## config.mk

```make
export PLATFORM = sky130hd
export DESIGN_NAME = mdio_page_bridge
export DESIGN_NICKNAME = d
export VERILOG_FILES = /design/src/rtl/mpb_pkg.sv /design/src/rtl/mpb_hold_reg.sv /design/src/rtl/mpb_decode.sv /design/src/rtl/mdio_page_bridge.sv
export SDC_FILE = /design/constraint.sdc
export NUM_CORES = 1
export LEC_CHECK = 0
export BUFFER_PORTS_ARGS = -buffer_cell sky130_fd_sc_hd__buf_2
export CORE_MARGIN = 2
export CORE_UTILIZATION = 51
export DETAILED_ROUTE_END_ITERATION = 8
export GPL_TIMING_DRIVEN = 0
export HOLD_SLACK_MARGIN = 0.06
export PLACE_DENSITY = 0.79
export SETUP_SLACK_MARGIN = 0.15
export SLEW_MARGIN = 20
export SYNTH_ARGS = -nofsm -noshare
export SYNTH_HDL_FRONTEND = slang
export SYNTH_SLANG_ARGS = --single-unit
```

## constraint.sdc

```tcl
create_clock -name clk -period 2.6 [get_ports clk]
set_input_delay 0.26 -clock clk [delete_from_list [all_inputs] [get_ports clk]]
set_output_delay 0.26 -clock clk [all_outputs]
set_load 0.05 [all_outputs]
```

## src/rtl/mpb_pkg.sv

```systemverilog
package mpb_pkg;

    typedef enum logic [2:0] {
        ST_IDLE,
        ST_WRITE,
        ST_READ,
        ST_CAPTURE,
        ST_DONE
    } mpb_state_e;

    typedef enum logic [2:0] {
        AK_PAGE_WR,
        AK_PAGE_RD,
        AK_HALF_LO,
        AK_HALF_HI,
        AK_IGNORE
    } mpb_kind_e;

    localparam logic [4:0]  PAGE_PHY  = 5'h1F;
    localparam logic [4:0]  PAGE_REG  = 5'h10;
    localparam logic [4:0]  WIN_BASE  = 5'h10;
    localparam logic [15:0] MISS_DATA = 16'hFFFF;

endpackage

```

## src/rtl/mpb_hold_reg.sv

```systemverilog
module mpb_hold_reg #(
    parameter int W = 16
) (
    input  logic         clk,
    input  logic         rst_n,
    input  logic         load,
    input  logic [W-1:0] din,
    output logic [W-1:0] q
);

    always_ff @(posedge clk or negedge rst_n) begin
        if (!rst_n) begin
            q <= '0;
        end else if (load) begin
            q <= din;
        end
    end

endmodule

```

## src/rtl/mpb_decode.sv

```systemverilog
module mpb_decode
    import mpb_pkg::*;
#(
    parameter int PAGE_W = 9,
    parameter int ROW_W  = 3,
    parameter int COL_W  = 4,
    localparam int IDX_W = PAGE_W + ROW_W + COL_W
) (
    input  logic [4:0]        phy,
    input  logic [4:0]        regn,
    input  logic              is_write,
    input  logic [PAGE_W-1:0] page,
    output mpb_kind_e         kind,
    output logic [IDX_W-1:0]  word_idx
);

    localparam logic [4:0] WIN_TOP = WIN_BASE >> ROW_W;

    logic in_window;
    logic is_page;

    always_comb begin
        in_window = ((phy >> ROW_W) == WIN_TOP);
        is_page   = (phy == PAGE_PHY) && (regn == PAGE_REG);
        word_idx  = {page, phy[ROW_W-1:0], regn[COL_W:1]};

        if (is_page) begin
            kind = is_write ? AK_PAGE_WR : AK_PAGE_RD;
        end else if (in_window) begin
            kind = regn[0] ? AK_HALF_HI : AK_HALF_LO;
        end else begin
            kind = AK_IGNORE;
        end
    end

endmodule

```

## src/rtl/mdio_page_bridge.sv

```systemverilog
module mdio_page_bridge
    import mpb_pkg::*;
#(
    parameter int PAGE_W = 9,
    parameter int ROW_W  = 3,
    parameter int COL_W  = 4,
    parameter int HALF_W = 16,
    localparam int IDX_W  = PAGE_W + ROW_W + COL_W,
    localparam int WORD_W = 2 * HALF_W
) (
    input  logic              clk,
    input  logic              rst_n,
    input  logic              mgmt_valid,
    output logic              mgmt_ready,
    input  logic [4:0]        mgmt_phy,
    input  logic [4:0]        mgmt_reg,
    input  logic              mgmt_write,
    input  logic [HALF_W-1:0] mgmt_wdata,
    output logic              mgmt_done,
    output logic [HALF_W-1:0] mgmt_rdata,
    output logic [IDX_W-1:0]  bus_addr,
    output logic [WORD_W-1:0] bus_wdata,
    output logic              bus_wr,
    output logic              bus_rd,
    input  logic [WORD_W-1:0] bus_rdata
);

    mpb_state_e          state_q;
    mpb_state_e          state_d;
    mpb_kind_e           kind;
    logic [IDX_W-1:0]    word_idx;
    logic [PAGE_W-1:0]   page_q;
    logic [HALF_W-1:0]   wr_hi_q;
    logic [HALF_W-1:0]   rd_hi_q;
    logic                accept;
    logic [IDX_W-1:0]    addr_q;
    logic [WORD_W-1:0]   wdata_q;
    logic [HALF_W-1:0]   rdata_q;

    assign accept = mgmt_valid && (state_q == ST_IDLE);

    // ---------------- address decode ----------------
    mpb_decode #(
        .PAGE_W (PAGE_W),
        .ROW_W  (ROW_W),
        .COL_W  (COL_W)
    ) i_decode (
        .phy      (mgmt_phy),
        .regn     (mgmt_reg),
        .is_write (mgmt_write),
        .page     (page_q),
        .kind     (kind),
        .word_idx (word_idx)
    );

    // ---------------- page, write staging, read latch ----------------
    mpb_hold_reg #(.W(PAGE_W)) i_page (
        .clk   (clk),
        .rst_n (rst_n),
        .load  (accept && (kind == AK_PAGE_WR)),
        .din   (mgmt_wdata[PAGE_W-1:0]),
        .q     (page_q)
    );

    mpb_hold_reg #(.W(HALF_W)) i_wr_stage (
        .clk   (clk),
        .rst_n (rst_n),
        .load  (accept && (kind == AK_HALF_HI) && mgmt_write),
        .din   (mgmt_wdata),
        .q     (wr_hi_q)
    );

    mpb_hold_reg #(.W(HALF_W)) i_rd_latch (
        .clk   (clk),
        .rst_n (rst_n),
        .load  (state_q == ST_CAPTURE),
        .din   (bus_rdata[WORD_W-1:HALF_W]),
        .q     (rd_hi_q)
    );

    // ---------------- state register ----------------
    always_ff @(posedge clk or negedge rst_n) begin
        if (!rst_n) begin
            state_q <= ST_IDLE;
        end else begin
            state_q <= state_d;
        end
    end

    // ---------------- next state ----------------
    always_comb begin
        state_d = state_q;
        unique case (state_q)
            ST_IDLE: begin
                if (accept) begin
                    if (kind == AK_HALF_LO) begin
                        state_d = mgmt_write ? ST_WRITE : ST_READ;
                    end else begin
                        state_d = ST_DONE;
                    end
                end
            end
            ST_WRITE:   state_d = ST_DONE;
            ST_READ:    state_d = ST_CAPTURE;
            ST_CAPTURE: state_d = ST_DONE;
            ST_DONE:    state_d = ST_IDLE;
            default:    state_d = ST_IDLE;
        endcase
    end

    // ---------------- transaction data ----------------
    always_ff @(posedge clk or negedge rst_n) begin
        if (!rst_n) begin
            addr_q  <= '0;
            wdata_q <= '0;
            rdata_q <= '0;
        end else if (accept) begin
            addr_q  <= word_idx;
            wdata_q <= {wr_hi_q, mgmt_wdata};
            unique case (kind)
                AK_PAGE_RD: rdata_q <= {{(HALF_W-PAGE_W){1'b0}}, page_q};
                AK_HALF_HI: rdata_q <= mgmt_write ? rdata_q : rd_hi_q;
                AK_IGNORE:  rdata_q <= mgmt_write ? rdata_q : MISS_DATA;
                default:    rdata_q <= rdata_q;
            endcase
        end else if (state_q == ST_CAPTURE) begin
            rdata_q <= bus_rdata[HALF_W-1:0];
        end
    end

    // ---------------- outputs ----------------
    always_comb begin
        mgmt_ready = 1'b0;
        mgmt_done  = 1'b0;
        bus_wr     = 1'b0;
        bus_rd     = 1'b0;
        unique case (state_q)
            ST_IDLE:    mgmt_ready = 1'b1;
            ST_WRITE:   bus_wr     = 1'b1;
            ST_READ:    bus_rd     = 1'b1;
            ST_CAPTURE: ;
            ST_DONE:    mgmt_done  = 1'b1;
            default:    ;
        endcase
        bus_addr   = addr_q;
        bus_wdata  = wdata_q;
        mgmt_rdata = rdata_q;
    end

endmodule

```

**Yosys cells after proc, flatten, opt, wreduce, memory -nomap -nowiden**

Index checks and enable logic that the tools add are counted.

- Eq/ne operators: 15
- Muxes and demuxes: 17
- Reduce and logical (&&, ||, !) cells: 10

Operators by type and width:

| cell | number |
|---|---|
| $mux 16 | 4 |
| $pmux 16 s3 | 1 |
| $eq 3x2->1 const B | 4 |
| $mux 3 | 4 |
| $eq 5x5->1 const B | 2 |
| $pmux 3 s3 | 1 |
| $eq 3x1->1 const B | 2 |
| $eq 3x3->1 const B | 2 |
| $logic_not 3->1 | 2 |
| $mux 1 | 6 |
| $ne 3x3->1 const B | 2 |
| $logic_and 1x1->1 | 5 |
| $ne 4x1->1 const B | 1 |
| $reduce_and 4->1 | 1 |
| $eq 2x2->1 const B | 1 |
| $mux 2 | 1 |
| $ne 2x2->1 const B | 1 |
| $reduce_bool 2->1 | 1 |
| $reduce_or 2->1 | 1 |

- Flip-flop bits (word level): 108
- Input bits: 62
- Output and inout port bits: 68
- Word-level logic and storage cells: 49

**Logic depth before layout (Yosys ltp)**

- Depth after elaboration: 7
- Mapped depth: 7
- Depth with buffers taken out: 4

**Hierarchy**

From an unflattened synthesis, not the netlist that was laid out.

- Cells, all modules: 345
- Area, all modules: 4893.4 um^2

By module, submodules not included:

| module | times used | cells each | area each (um^2) |
|---|---|---|---|
| mdio_page_bridge | 1 | 233 | 3040.4 |
| mpb_hold_reg (i_rd_latch ...) | 2 | 34 | 649.4 |
| mpb_hold_reg (i_page) | 1 | 19 | 371.6 |
| mpb_decode | 1 | 25 | 182.7 |

**Worst setup path after synthesis**

Ideal clock, no wire load.

- Path type: register -> register
- From: register state_q[0]
- To: register i_wr_stage.q[14]
- Setup time: 0.128 ns
- Arrival: 2.668 ns
- Required time: 2.472 ns
- Slack: -0.196 ns
- Cell stages (with the launch flop): 8
- Clock period less this slack: 2.796 ns
- Cell sequence: dfrtp_1 -> buf_2 -> nor3_1 -> and2_1 -> buf_4 -> nand3_2 -> buf_2 -> mux2_1

- Word-level cells in the longest chain between the ends: 4

Ends and longest elaborated chain:

| element | RTL line | text |
|---|---|---|
| start: declaration | mdio_page_bridge.sv:28 | `mpb_state_e state_q;` |
| start signal: assignment | mdio_page_bridge.sv:86 | `state_q <= state_d;` |
| $logic_not 3->1 | mdio_page_bridge.sv:40 | `assign accept = mgmt_valid && (state_q == ST_IDLE);` |
| $logic_and 1x1->1 | mdio_page_bridge.sv:40 |  |
| $logic_and 1x1->1 (2 in series) | mdio_page_bridge.sv:68 | `.load (accept && (kind == AK_HALF_HI) && mgmt_write),` |
| end signal: assignment | mpb_hold_reg.sv:15 | `q <= din;` |
| end: declaration | mpb_hold_reg.sv:8 | `output logic [W-1:0] q` |

Every way passes these cells.
A chain may end at the register's enable or synchronous reset.

**Worst setup path in the final report**

- From: register state_q[0]
- To: register i_page.q[6]

- Word-level cells in the longest chain between the ends: 3

Ends and longest elaborated chain:

| element | RTL line | text |
|---|---|---|
| $logic_not 3->1 | mdio_page_bridge.sv:40 |  |
| $logic_and 1x1->1 | mdio_page_bridge.sv:40 |  |
| $logic_and 1x1->1 | mdio_page_bridge.sv:60 | `.load (accept && (kind == AK_PAGE_WR)),` |
| end signal: assignment | mpb_hold_reg.sv:15 |  |
| end: declaration | mpb_hold_reg.sv:8 |  |

Every way passes these cells.

==> impl_metrics.toml <==
[floorplan]
die_height_um = 97.6
initial_core_util_pct = 52.0
die_w_um = 97.6
rows = 34
die-area_um2 = 9520
core_area_um2 = 8590
design.portCount = 130

[final_layout]
syn_to_final_growth_pct = 24.0
fillers = 732
fin_cells = 705
regArea_um2 = 2700
multi_input_area_um2 = 1640
drive_gt1_share_pct = 31.5
fin_nets = 654
fin_util_pct = 64.4
fin_area_um2 = 5530
diodes = 0

[logic_synthesis]
synth_compound_area_share_pct = 7.23
ys.flop_type = "dfrtp_1"
synthMuxAreaShare_pct = 6.31
synth.ff_latch_count = 108
yosys.area.top_type = "dfrtp_1"
netlist_instances = 450
synthAdderAreaFrac_pct = 0
ys_seq_area_share_pct = 60.5
synth_edf_count = 0
yosys_warnings = 0
syn_avg_cell_area_um2 = 9.92
synth_top_family_by_area = "simple AND/OR/NAND/NOR gates"
synth_xor_area_share_pct = 0
yosysUniqueCellTypes = 30
yosys-top-cells-area = "dfrtp_1 (61%), nand2_1 (18%), mux2_2 (6.1%)"
syn_nets = 512
synth_simple_gate_area_share_pct = 23.2
synth.top_cell.area_share_pct = 60.5
synth_area_um2 = 4460
synthArstFlopShare_pct = 100

[placed_design]
io_buffer_count = 129
place_area_um2 = 5280
post-place-ws_ns = 0.425
gp_congestion = 0.835
dp.final_hpwl_um = 7950
dp.cells = 688

[power]
leakagePower_nw = 3.03
powerDensity_nw_per_um2 = 987
ir_drop_mv = 0.453

[detailed_routing]
first_pass_iters = 4
vias = 3707
postRouteAntennaNets = 0
via_per_inst = 5.26
first_iter_violations = 215
wirelength_um = 10700
drc = 0
wire_per_inst_um = 15.2

[clock_tree]
clockBufferDepth = 2
numCtsBuffers = 9
cts_tree = "yes"
clkLatencyLatePin_ns = 0.37
post-cts-setup-buffers = 0
hold_buffers = 1
clock_sinks = 108
cts.clk_slew.worst_paths_ns = 0.12
h-tree-depth = 3
cts_resized = 0
cts_root_buffer = "clkbuf_8"

[critical_path]
cp_max_fo = 10
critPathKind = "reg2reg"
crit_arrival_ns = 2.39
end_kind = "flip-flop"
cp-start-kind = "flip-flop"
required_ns = 2.85
critPathSlowestCell = "or4b_4"
cp_slowest_stage_delay_ns = 0.60
crit_chain = "buf_2, or4b_4, nor3_4, mux2_2"

[timing]
tns_ns = 0
final-hold-violation-count = 0
rsz0062_at_grt = "no"
slew_violations = 0
relSlewSlack_pct = 52.1
period_share_pct = 82.1
max_slew.worst_pin.slew_ns = 0.718
fin_skew_ns = 0.0179
setup_slack_ns = 0.465
setup_viol = 0
period_needed_ns = 2.13
fmax_mhz = 468

[grt]
grt_pass1_vias = 3772
grt_max_degree = 72
grtUsageTotal_pct = 23.3
grt_first_pass_wirelength_um = 17900
antenna_found_initial = 0
grt_overflow = 0

[hold_path]
min_path_type = "in2reg"

[run_status]
status = "complete, no violations"

[job]
maxCapViolations = 0
-- power by group --
| part | switching (mW) | internal, mW |
|---|---|---|
| Clock | 0.613 | 0.570 |
| Sequential | 0.225 | 2.08 |
| Combinational | 1.48 | 0.492 |
| Total | 2.32 | 3.14 |
-- path summary, 6_finish.rpt --
kind	startpoint	endpoint	slack [ns]	cells past startpoint
min reg2reg	i_wr_stage.q[6]	bus_wdata[22]	0.48	2
max	state_q[0]	i_page.q[6]	0.47	4
min	mgmt_wdata[14]	bus_wdata[14]	0.08	3
min in group asynchronous	rst_n	bus_wdata[9]	0.33	2
max in group asynchronous	rst_n	mgmt_rdata[0]	1.61	3
max reg2reg	state_q[0]	i_page.q[6]	0.47	4
-- sequential cells by signal (all words and copies together), names as in the netlist --
name          cells
i_rd_latch.q     16
i_page.q          9
state_q           3
bus_addr         16
mgmt_rdata       16
i_wr_stage.q     16
bus_wdata        32
-- cells by family (layout without fill, tap and decap cells) --
family / after synthesis / in the layout
and+or+nand+nor: 246 / 246
DFF: 108 / 108
AOI/OAI and AO/OA: 43 / 43
buffers and inverters: 28 / 175
muxes: 25 / 25
-- area by class of cell --
cell class	count	share of cell area, %
flip-flops and latches	108	48.8
multi-input cells	314	29.7
repair buffers	131	12.5
well taps	108	2.44
clock buffers	9	2.24
plain buffers	27	2.15
clock inverters	7	2.10
inverters	1	0.0678
-- routing by layer --
layer	share of wire (%)	up-vias	wire length, um	GRT usage [%]
met2	49	103	5240	37.6
met3	4.3	20	465	3.09
met5	0	-	0	0
met1	45	1834	4760	32.4
met4	2.1	0	228	8.97
li1	-	1750	-	-
-- cell usage after synthesis, types with 3 or more instances --
| cell | count |
|---|---|
| nand2_1 | 217 |
| dfrtp_1 | 108 |
| mux2_2 | 24 |
| clkbuf_1 | 13 |
| a21o_1 | 11 |
| a22o_1 | 11 |
| buf_2 | 11 |
| a21oi_1 | 7 |
| nor3b_1 | 5 |
| o211ai_1 | 5 |
| o221ai_1 | 5 |
| nand4_1 | 4 |
| a31oi_1 | 3 |
| nor2_1 | 3 |
| nor3_1 | 3 |
-- critical path: cells and delay by family (launching register included) --
family                 cells  cell delay, ns
buffers and inverters      1            0.17
flip-flops                 1            0.37
multiplexers               1            0.40
AND/OR/NAND/NOR            2            1.08
-- cells in the final DEF (no fill, tap or decap), types with 3 or more instances in the layout --
cell type,count
a21oi_1,7
nor2_1,3
buf_2,139
a21o_1,11
mux2_2,24
nand4_1,4
clkbuf_1,13
nand2_1,217
o211ai_1,5
a31oi_1,3
clkbuf_8,9
nor3b_1,5
a22o_1,11
dfrtp_1,108
o221ai_1,5
-- through the flow --
stage / total power, mW / hold WS [ns]
floorplan: 3.76 / -0.0356
global placement: 4.25 / 0.444
detailed placement: 4.32 / 0.183
CTS: 5.49 / 0.0721
global route: 5.72 / 0.0790
finish: 5.46 / 0.0781
Note: power is estimated with default switching activity, not from simulation.
